<file path="config.mk">
export PLATFORM = sky130hd
export DESIGN_NAME = pid_sysreg_bank
export DESIGN_NICKNAME = d
export VERILOG_FILES = /design/src/rtl/pid_sysreg_pkg.sv /design/src/rtl/pid_sysreg_decode.sv /design/src/rtl/pid_sysreg_store.sv /design/src/rtl/pid_sysreg_readmux.sv /design/src/rtl/pid_sysreg_bank.sv
export SDC_FILE = /design/constraint.sdc
export NUM_CORES = 2
export LEC_CHECK = 0
export BUFFER_PORTS_ARGS = -buffer_cell sky130_fd_sc_hd__buf_4
export CORE_ASPECT_RATIO = 0.7
export CORE_MARGIN = 8
export CORE_UTILIZATION = 59
export DETAILED_ROUTE_END_ITERATION = 16
export GPL_ROUTABILITY_DRIVEN = 1
export GPL_TIMING_DRIVEN = 0
export PLACE_DENSITY = 0.77
export SYNTH_ARGS = -nofsm -noshare
export SYNTH_HDL_FRONTEND = slang
export SYNTH_SLANG_ARGS = --single-unit
</file>
<file path="constraint.sdc">
create_clock -name clk -period 3.97 [get_ports clk]
set_clock_uncertainty 0.15 [all_clocks]
set_input_delay 0.397 -clock clk [delete_from_list [all_inputs] [get_ports clk]]
set_output_delay 0.397 -clock clk [all_outputs]
set_load 0.02 [all_outputs]
</file>
<file path="src/rtl/pid_sysreg_pkg.sv">
// Package: shared slot codes, widths and writable-bit masks for the
// partition-ID register bank. Assumes a 64-bit register width.
package pid_sysreg_pkg;
    localparam int DW      = 64;
    localparam int IDX_W   = 5;
    localparam int NSLOT   = 16;

    localparam logic [IDX_W-1:0] SR_ID   = 5'd0;
    localparam logic [IDX_W-1:0] SR_LV0  = 5'd1;
    localparam logic [IDX_W-1:0] SR_LV1  = 5'd2;
    localparam logic [IDX_W-1:0] SR_LV2  = 5'd3;
    localparam logic [IDX_W-1:0] SR_LV3  = 5'd4;
    localparam logic [IDX_W-1:0] SR_HCTL = 5'd5;
    localparam logic [IDX_W-1:0] SR_MVAL = 5'd6;
    localparam logic [IDX_W-1:0] SR_STRM = 5'd7;
    localparam logic [IDX_W-1:0] SR_MAP0 = 5'd8;
    localparam logic [IDX_W-1:0] SR_NONE = 5'd31;

    // Returns the bits of a slot that software may change.
    function automatic logic [DW-1:0] wr_mask(input int slot);
        case (slot)
            1:       wr_mask = 64'h0000_FFFF_FFFF_FFFF;
            2:       wr_mask = 64'h9000_FFFF_FFFF_FFFF;
            3:       wr_mask = 64'h8403_FFFF_FFFF_FFFF;
            4:       wr_mask = 64'hF000_FFFF_FFFF_FFFF;
            5:       wr_mask = 64'h0000_0000_8000_0103;
            6:       wr_mask = 64'h0000_0000_FFFF_FFFF;
            7:       wr_mask = 64'h0000_FF00_FFFF_0000;
            default: wr_mask = (slot >= 8 && slot < 16) ? '1 : '0;
        endcase
    endfunction
endpackage

</file>
<file path="src/rtl/pid_sysreg_decode.sv">
// Decoder: turns a five-field register number plus the level and host-mode
// context into a slot code. Assumes NUM_MAP <= 8 (op2 selects the mapping).
module pid_sysreg_decode
    import pid_sysreg_pkg::*;
#(
    parameter int NUM_MAP = 8
) (
    input  logic [1:0]       op0,
    input  logic [2:0]       op1,
    input  logic [3:0]       crn,
    input  logic [3:0]       crm,
    input  logic [2:0]       op2,
    input  logic [1:0]       cur_level,
    input  logic             host_mode,
    output logic [IDX_W-1:0] idx
);
    logic redirect;
    assign redirect = (cur_level == 2'd2) && host_mode;

    // Map the register number onto a slot, applying host-mode redirection.
    always_comb begin
        idx = SR_NONE;
        if (op0 == 2'd3 && crn == 4'd10) begin
            case ({op1, crm})
                {3'd0, 4'd4}: if (op2 == 3'd4) idx = SR_ID;
                {3'd0, 4'd5}: begin
                    case (op2)
                        3'd0:    idx = redirect ? SR_LV2 : SR_LV1;
                        3'd1:    idx = SR_LV0;
                        3'd3:    idx = SR_STRM;
                        default: idx = SR_NONE;
                    endcase
                end
                {3'd4, 4'd4}: begin
                    if (op2 == 3'd0) idx = SR_HCTL;
                    else if (op2 == 3'd1) idx = SR_MVAL;
                end
                {3'd4, 4'd5}: if (op2 == 3'd0) idx = SR_LV2;
                {3'd4, 4'd6}: if (32'(op2) < NUM_MAP) idx = SR_MAP0 | {2'b00, op2};
                {3'd5, 4'd5}: if (op2 == 3'd0) idx = SR_LV1;
                {3'd6, 4'd5}: if (op2 == 3'd0) idx = SR_LV3;
                default:      idx = SR_NONE;
            endcase
        end
    end
endmodule

</file>
<file path="src/rtl/pid_sysreg_store.sv">
// Storage: one 64-bit register per slot, written under the slot's
// writable mask. The capability slot and unknown codes are never written.
module pid_sysreg_store
    import pid_sysreg_pkg::*;
(
    input  logic                        clk,
    input  logic                        rst_n,
    input  logic                        wr_en,
    input  logic [IDX_W-1:0]            idx,
    input  logic [DW-1:0]               wdata,
    output logic [NSLOT-1:0][DW-1:0]    q
);
    genvar s;
    generate
        for (s = 0; s < NSLOT; s++) begin : g_slot
            localparam logic [DW-1:0] MASK = wr_mask(s);
            // Reset the slot to zero, or commit a masked write to it.
            always_ff @(posedge clk) begin
                if (!rst_n)
                    q[s] <= '0;
                else if (wr_en && idx == IDX_W'(s))
                    q[s] <= wdata & MASK;
            end
        end
    endgenerate


    unmapped_stable_chk: assert property (@(posedge clk) disable iff (!rst_n)
        (wr_en && idx == SR_NONE) |=> $stable(q));
endmodule

</file>
<file path="src/rtl/pid_sysreg_readmux.sv">
// Read path: selects the addressed slot and builds the level-1 and level-2
// read values from the highest-level and level-3 registers.
module pid_sysreg_readmux
    import pid_sysreg_pkg::*;
#(
    parameter logic [DW-1:0] ID_VALUE      = 64'h3400_0040_001E_0100,
    parameter int            HIGHEST_LEVEL = 3
) (
    input  logic                     clk,
    input  logic                     rst_n,
    input  logic [IDX_W-1:0]         idx,
    input  logic [NSLOT-1:0][DW-1:0] q,
    input  logic                     secure,
    output logic [DW-1:0]            rdata
);
    localparam int TOP_SLOT = (HIGHEST_LEVEL >= 3) ? 4 : (HIGHEST_LEVEL == 2) ? 3 : 2;

    logic en_top;
    assign en_top = q[TOP_SLOT][DW-1];

    // Pick the read value for the addressed slot.
    always_comb begin
        rdata = '0;
        if (idx == SR_ID) begin
            rdata = ID_VALUE;
        end else if (idx == SR_LV1) begin
            rdata     = q[SR_LV1];
            rdata[63] = en_top;
            rdata[60] = secure ? q[SR_LV3][60] : 1'b0;
        end else if (idx == SR_LV2) begin
            rdata     = q[SR_LV2];
            rdata[63] = en_top;
        end else if (idx < IDX_W'(NSLOT)) begin
            rdata = q[idx[3:0]];
        end
    end


    id_fixed_chk: assert property (@(posedge clk) disable iff (!rst_n)
        (idx == SR_ID) |-> (rdata == ID_VALUE));

    lv0_reserved_chk: assert property (@(posedge clk) disable iff (!rst_n)
        (idx == SR_LV0) |-> (rdata[63:48] == 16'h0));

    nonsecure_fns_chk: assert property (@(posedge clk) disable iff (!rst_n)
        (idx == SR_LV1 && !secure) |-> (rdata[60] == 1'b0));
endmodule

</file>
<file path="src/rtl/pid_sysreg_bank.sv">
// Top: partition-ID system register bank. Decodes the register number,
// stores the writable registers and assembles read values. Permission
// and trap decisions are assumed to be made outside this block.
module pid_sysreg_bank
    import pid_sysreg_pkg::*;
#(
    parameter logic [63:0] ID_VALUE      = 64'h3400_0040_001E_0100,
    parameter int          HIGHEST_LEVEL = 3,
    parameter int          NUM_MAP       = 8
) (
    input  logic        clk,
    input  logic        rst_n,
    input  logic        wr_en,
    input  logic [1:0]  sr_op0,
    input  logic [2:0]  sr_op1,
    input  logic [3:0]  sr_crn,
    input  logic [3:0]  sr_crm,
    input  logic [2:0]  sr_op2,
    input  logic [63:0] wdata,
    input  logic [1:0]  cur_level,
    input  logic        host_mode,
    input  logic        secure,
    output logic [63:0] rdata,
    output logic        unmapped
);
    localparam int TOP_SLOT = (HIGHEST_LEVEL >= 3) ? 4 : (HIGHEST_LEVEL == 2) ? 3 : 2;

    logic [IDX_W-1:0]         idx;
    logic [NSLOT-1:0][DW-1:0] q;

    pid_sysreg_decode #(.NUM_MAP(NUM_MAP)) u_decode (
        .op0(sr_op0), .op1(sr_op1), .crn(sr_crn), .crm(sr_crm), .op2(sr_op2),
        .cur_level(cur_level), .host_mode(host_mode), .idx(idx)
    );

    pid_sysreg_store u_store (
        .clk(clk), .rst_n(rst_n), .wr_en(wr_en), .idx(idx), .wdata(wdata), .q(q)
    );

    pid_sysreg_readmux #(.ID_VALUE(ID_VALUE), .HIGHEST_LEVEL(HIGHEST_LEVEL)) u_readmux (
        .clk(clk), .rst_n(rst_n), .idx(idx), .q(q), .secure(secure), .rdata(rdata)
    );

    // Flag numbers that reach no register.
    assign unmapped = (idx == SR_NONE);


    en_mirror_chk: assert property (@(posedge clk) disable iff (!rst_n)
        (idx == SR_LV1 || idx == SR_LV2) |-> (rdata[63] == q[TOP_SLOT][63]));

    host_redirect_chk: assert property (@(posedge clk) disable iff (!rst_n)
        (cur_level == 2'd2 && host_mode && sr_op0 == 2'd3 && sr_op1 == 3'd0 &&
         sr_crn == 4'd10 && sr_crm == 4'd5 && sr_op2 == 3'd0) |-> (idx == SR_LV2));
endmodule

</file>
==> impl_metrics.csv <==
group,metric,value,unit
grt,grt_max_degree,15,
layout,instances_no_fill,6068,
placement,placed_area,0.03866,sq mm
die,fp.coreArea,0.06143,sq mm
die,io_pins,152,
detailed_routing,route.detailed.drc,0,
critical_path,reg2reg_setup_slack,3.02,ns
power,seqPwrFrac,47.8,%
min_path,min_path_type,"input port to register",
layout,final_layout_size_suffix_gt1_share,13.87,%
layout,final_nets,5270,
placement,gp_congestion,1.055,
yosys,synthFlopType,"dfxtp_1",
yosys,synthArstFlopShare,0,%
yosys,yosysWarnings,0,
detailed_routing,vias_per_cell,6.538,
clock_tree,clk_latency,0.64,ns
critical_path,critical_path_required,3.42,ns
yosys,yosysTopAreaCellShare,42.20,%
layout,reg_top3,"u_store.q (771)",
die,initial_core_util,59.54,%
detailed_routing,detail-route-antenna-nets,0,
yosys,synthTopCellsByCount,"nand2_1, dfxtp_1, a21boi_1, clkbuf_1, nand3_1",
yosys,syn_area,0.03657,sq mm
clock_tree,numCtsBuffers,76,
layout,area_growth,23.15,%
yosys,synth-seq-cells,771,
timing,fin_hold_ws,0.04808,ns
layout,largest_reg_flops,771,
timing,setup_viol,69,
power,p_int,12.39,mW
placement,dpl.hpwl,110600,microns
run_status,violations,"max-capacitance violations, max-slew violations, negative setup slack",
placement,dp_cells,5775,
power,power,16.17,mW
detailed_routing,drt_wl_total,161900,microns
yosys,postSynthAreaPerCell,7.588,sq um
layout,post-route-cell-area,0.04504,sq mm
grt,grtUsageTotal,43.15,%
clock_tree,cts_tree,"yes",
grt,met3_usage,19.41,%
critical_path,start_kind,"input port",
clock_tree,cts_root_buf,"clkbuf_16",
yosys,synth_edf_count,0,
yosys,ys_seq_area_share,42.20,%
yosys,synth_most_common_cell,"nand2_1",
timing,finalCritPeriodShare,103.9,%
power,pwr-share-comb,4.6,%
timing,worstMarginPinSlew,1.552,ns
grt,grt_pass1_wl,231600,microns
timing,hold_viol_final,0,
critical_path,cp_max_fo,10,
yosys,synth_nets,4907,
timing,layout_setup_ws,-0.1539,ns
detailed_routing,drt-initial-drc-count,6777,
clock_tree,clockBufferDepth,3,
grt,grt_antenna_before_repair,5,
power,p_leak,15.24,nW
critical_path,arrival,3.58,ns
detailed_routing,drtPass1Iterations,10,
critical_path,critPathKind,"input port to output pin",
placement,port_buffers,134,
power,irDropWorstVdd,405.5,uV
detailed_routing,via_count,39670,
die,placementRows,76,
die,fp.dieW,313.6,microns
timing,rsz0062_at_grt,"true",
detailed_routing,wl_per_cell,26.68,microns
run_status,outcome,"complete, but fails checks",
power,switching_share,23.36,%
grt,grt_use_met2,57.97,%
timing,report.final.slew_viol_count,7,
clock_tree,htreeDepth,3,
clock_tree,cts_sinks,771,
yosys,synth.area.top_cells,"dfxtp_1, nand2_1, a21boi_1, clkbuf_1, nand3_1",
run,cap_violations,3,
yosys,synthCells,4820,
die,dieHeight,224.3,microns
power,clockPowerShare,47.6,%
timing,timing.slew.headroom,-3.680,%
layout,regMostFlops,"u_store.q",
timing,finalCriticalPeriod,4.124,ns
grt,grt-ovfl-total,0,
timing,max_freq,242.5,MHz
layout,num-fill-cells,4720,
critical_path,end_kind,"output pin",
power,switchingPower,3.777,mW
grt,grt-busiest-layer,"met2",
clock_tree,clk_pin_slew,0.06,ns
power,powerDensity,358.9,mW/mm^2
yosys,yosys.area.top_type,"dfxtp_1",
yosys,ys_types,75,
grt,grt_pass1_vias,35990,
die,dieArea,0.07034,sq mm
grt,use_met1,57.27,%
[power groups by stage]
stage	combinational (mW)	clock (mW)	sequential, mW
3_5_place_dp	0.603	0	7.91
4_1_cts	0.671	7.60	7.73
5_1_grt	0.742	7.94	7.73
6_report	0.742	7.69	7.73
3_3_place_gp	0.604	0	7.91
2_1_floorplan	0.303	0	7.91
[metal layers]
metal	wire, microns	share of wire, %
met5	63	0.039
met4	10370	6.4
met3	28590	18
met2	62330	38
met1	60560	37
[worst paths after layout]
| kind | startpoint | to | depth (start not counted) |
|---|---|---|---|
| worst max register to register | u_store.q[157] | u_store.q[157] | 2 |
| worst min register to register | u_store.q[861] | u_store.q[861] | 2 |
| worst min-delay path | wdata[49] | u_store.q[945] | 3 |
| worst max-delay path | sr_crm[0] | rdata[31] | 16 |
[final cells by class]
| class | instances | area, sq um | share of cell area (%) |
|---|---|---|---|
| flip-flops and latches | 771 | 15430 | 34.27 |
| well taps | 819 | 1025 | 2.275 |
| multi-input cells | 3589 | 20590 | 45.71 |
| plain buffers | 452 | 2734 | 6.070 |
| diodes | 7 | 17.52 | 0.03889 |
| inverters | 6 | 26.28 | 0.05834 |
| clock buffers | 114 | 2287 | 5.078 |
| repair buffers | 287 | 2635 | 5.850 |
| clock inverters | 23 | 294.0 | 0.6528 |
[cells by family (layout without fill, tap and decap cells)]
kind of cell / Yosys count / after routing / share of synthesized area [%]
buf+inv: 460 / 882 / 5.087
compound gates: 1129 / 1129 / 22.58
other cells: 0 / 7 / 0
xor+xnor: 2 / 2 / 0.04790
simple gates: 2325 / 2325 / 26.06
flops: 771 / 771 / 42.20
mux: 133 / 133 / 4.027
[stage by stage]
step	setup slack (ns)	utilization [%]	TNS [ns]
2_1_floorplan	0.02216	-	0
3_3_place_gp	-1.966	62.85	-742.62
3_5_place_dp	-1.967	62.93	-709.61
4_1_cts	-0.01673	71.45	-0.04369
5_1_grt	-0.1346	73.29	-3.422
6_report	-0.1539	73.32	-2.988
[critical path, cell delays in order]
cell and delay, ns:
buf_4 0.13, buf_6 0.15, nor4b_4 0.32, nand3_2 0.17, buf_4 0.18, buf_4 0.14, a21oi_4 0.18, nand3_2 0.16
buf_8 0.18, buf_12 0.17, buf_12 0.18, mux2i_1 0.14, mux2i_2 0.28, mux2i_4 0.15, a211oi_4 0.46, buf_6 0.18
[timing repair]
item / 4_1_cts / 5_1_grt
setup endpoints to repair: 526 / 259
hold buffers: 58 / 0
resized for setup: 438 / 213
buffers inserted: 47 / 41
gates cloned: 3 / 3
endpoints found under the hold margin: 229 / 0
pin swaps: 48 / 61
[cell usage in the layout, fill, tap and decap left out, drive strengths merged, types with 11 or more instances in the layout]
master,instances
nand2,1887
dfxtp,771
a21boi,771
clkbuf,434
buf,361
nand3,241
a21oi,142
mux2i,101
dlygate4sd3,58
nor2,53
o32ai,38
o21ai,37
a221oi,32
or3,23
mux2,23
nand4,22
and2,18
nor3,18
a211o,15
clkinv,12
a211oi,12
a2111oi,12
o31ai,11
a22o,11
o221a,11
or2,11
(Power assumes the default switching activity.)
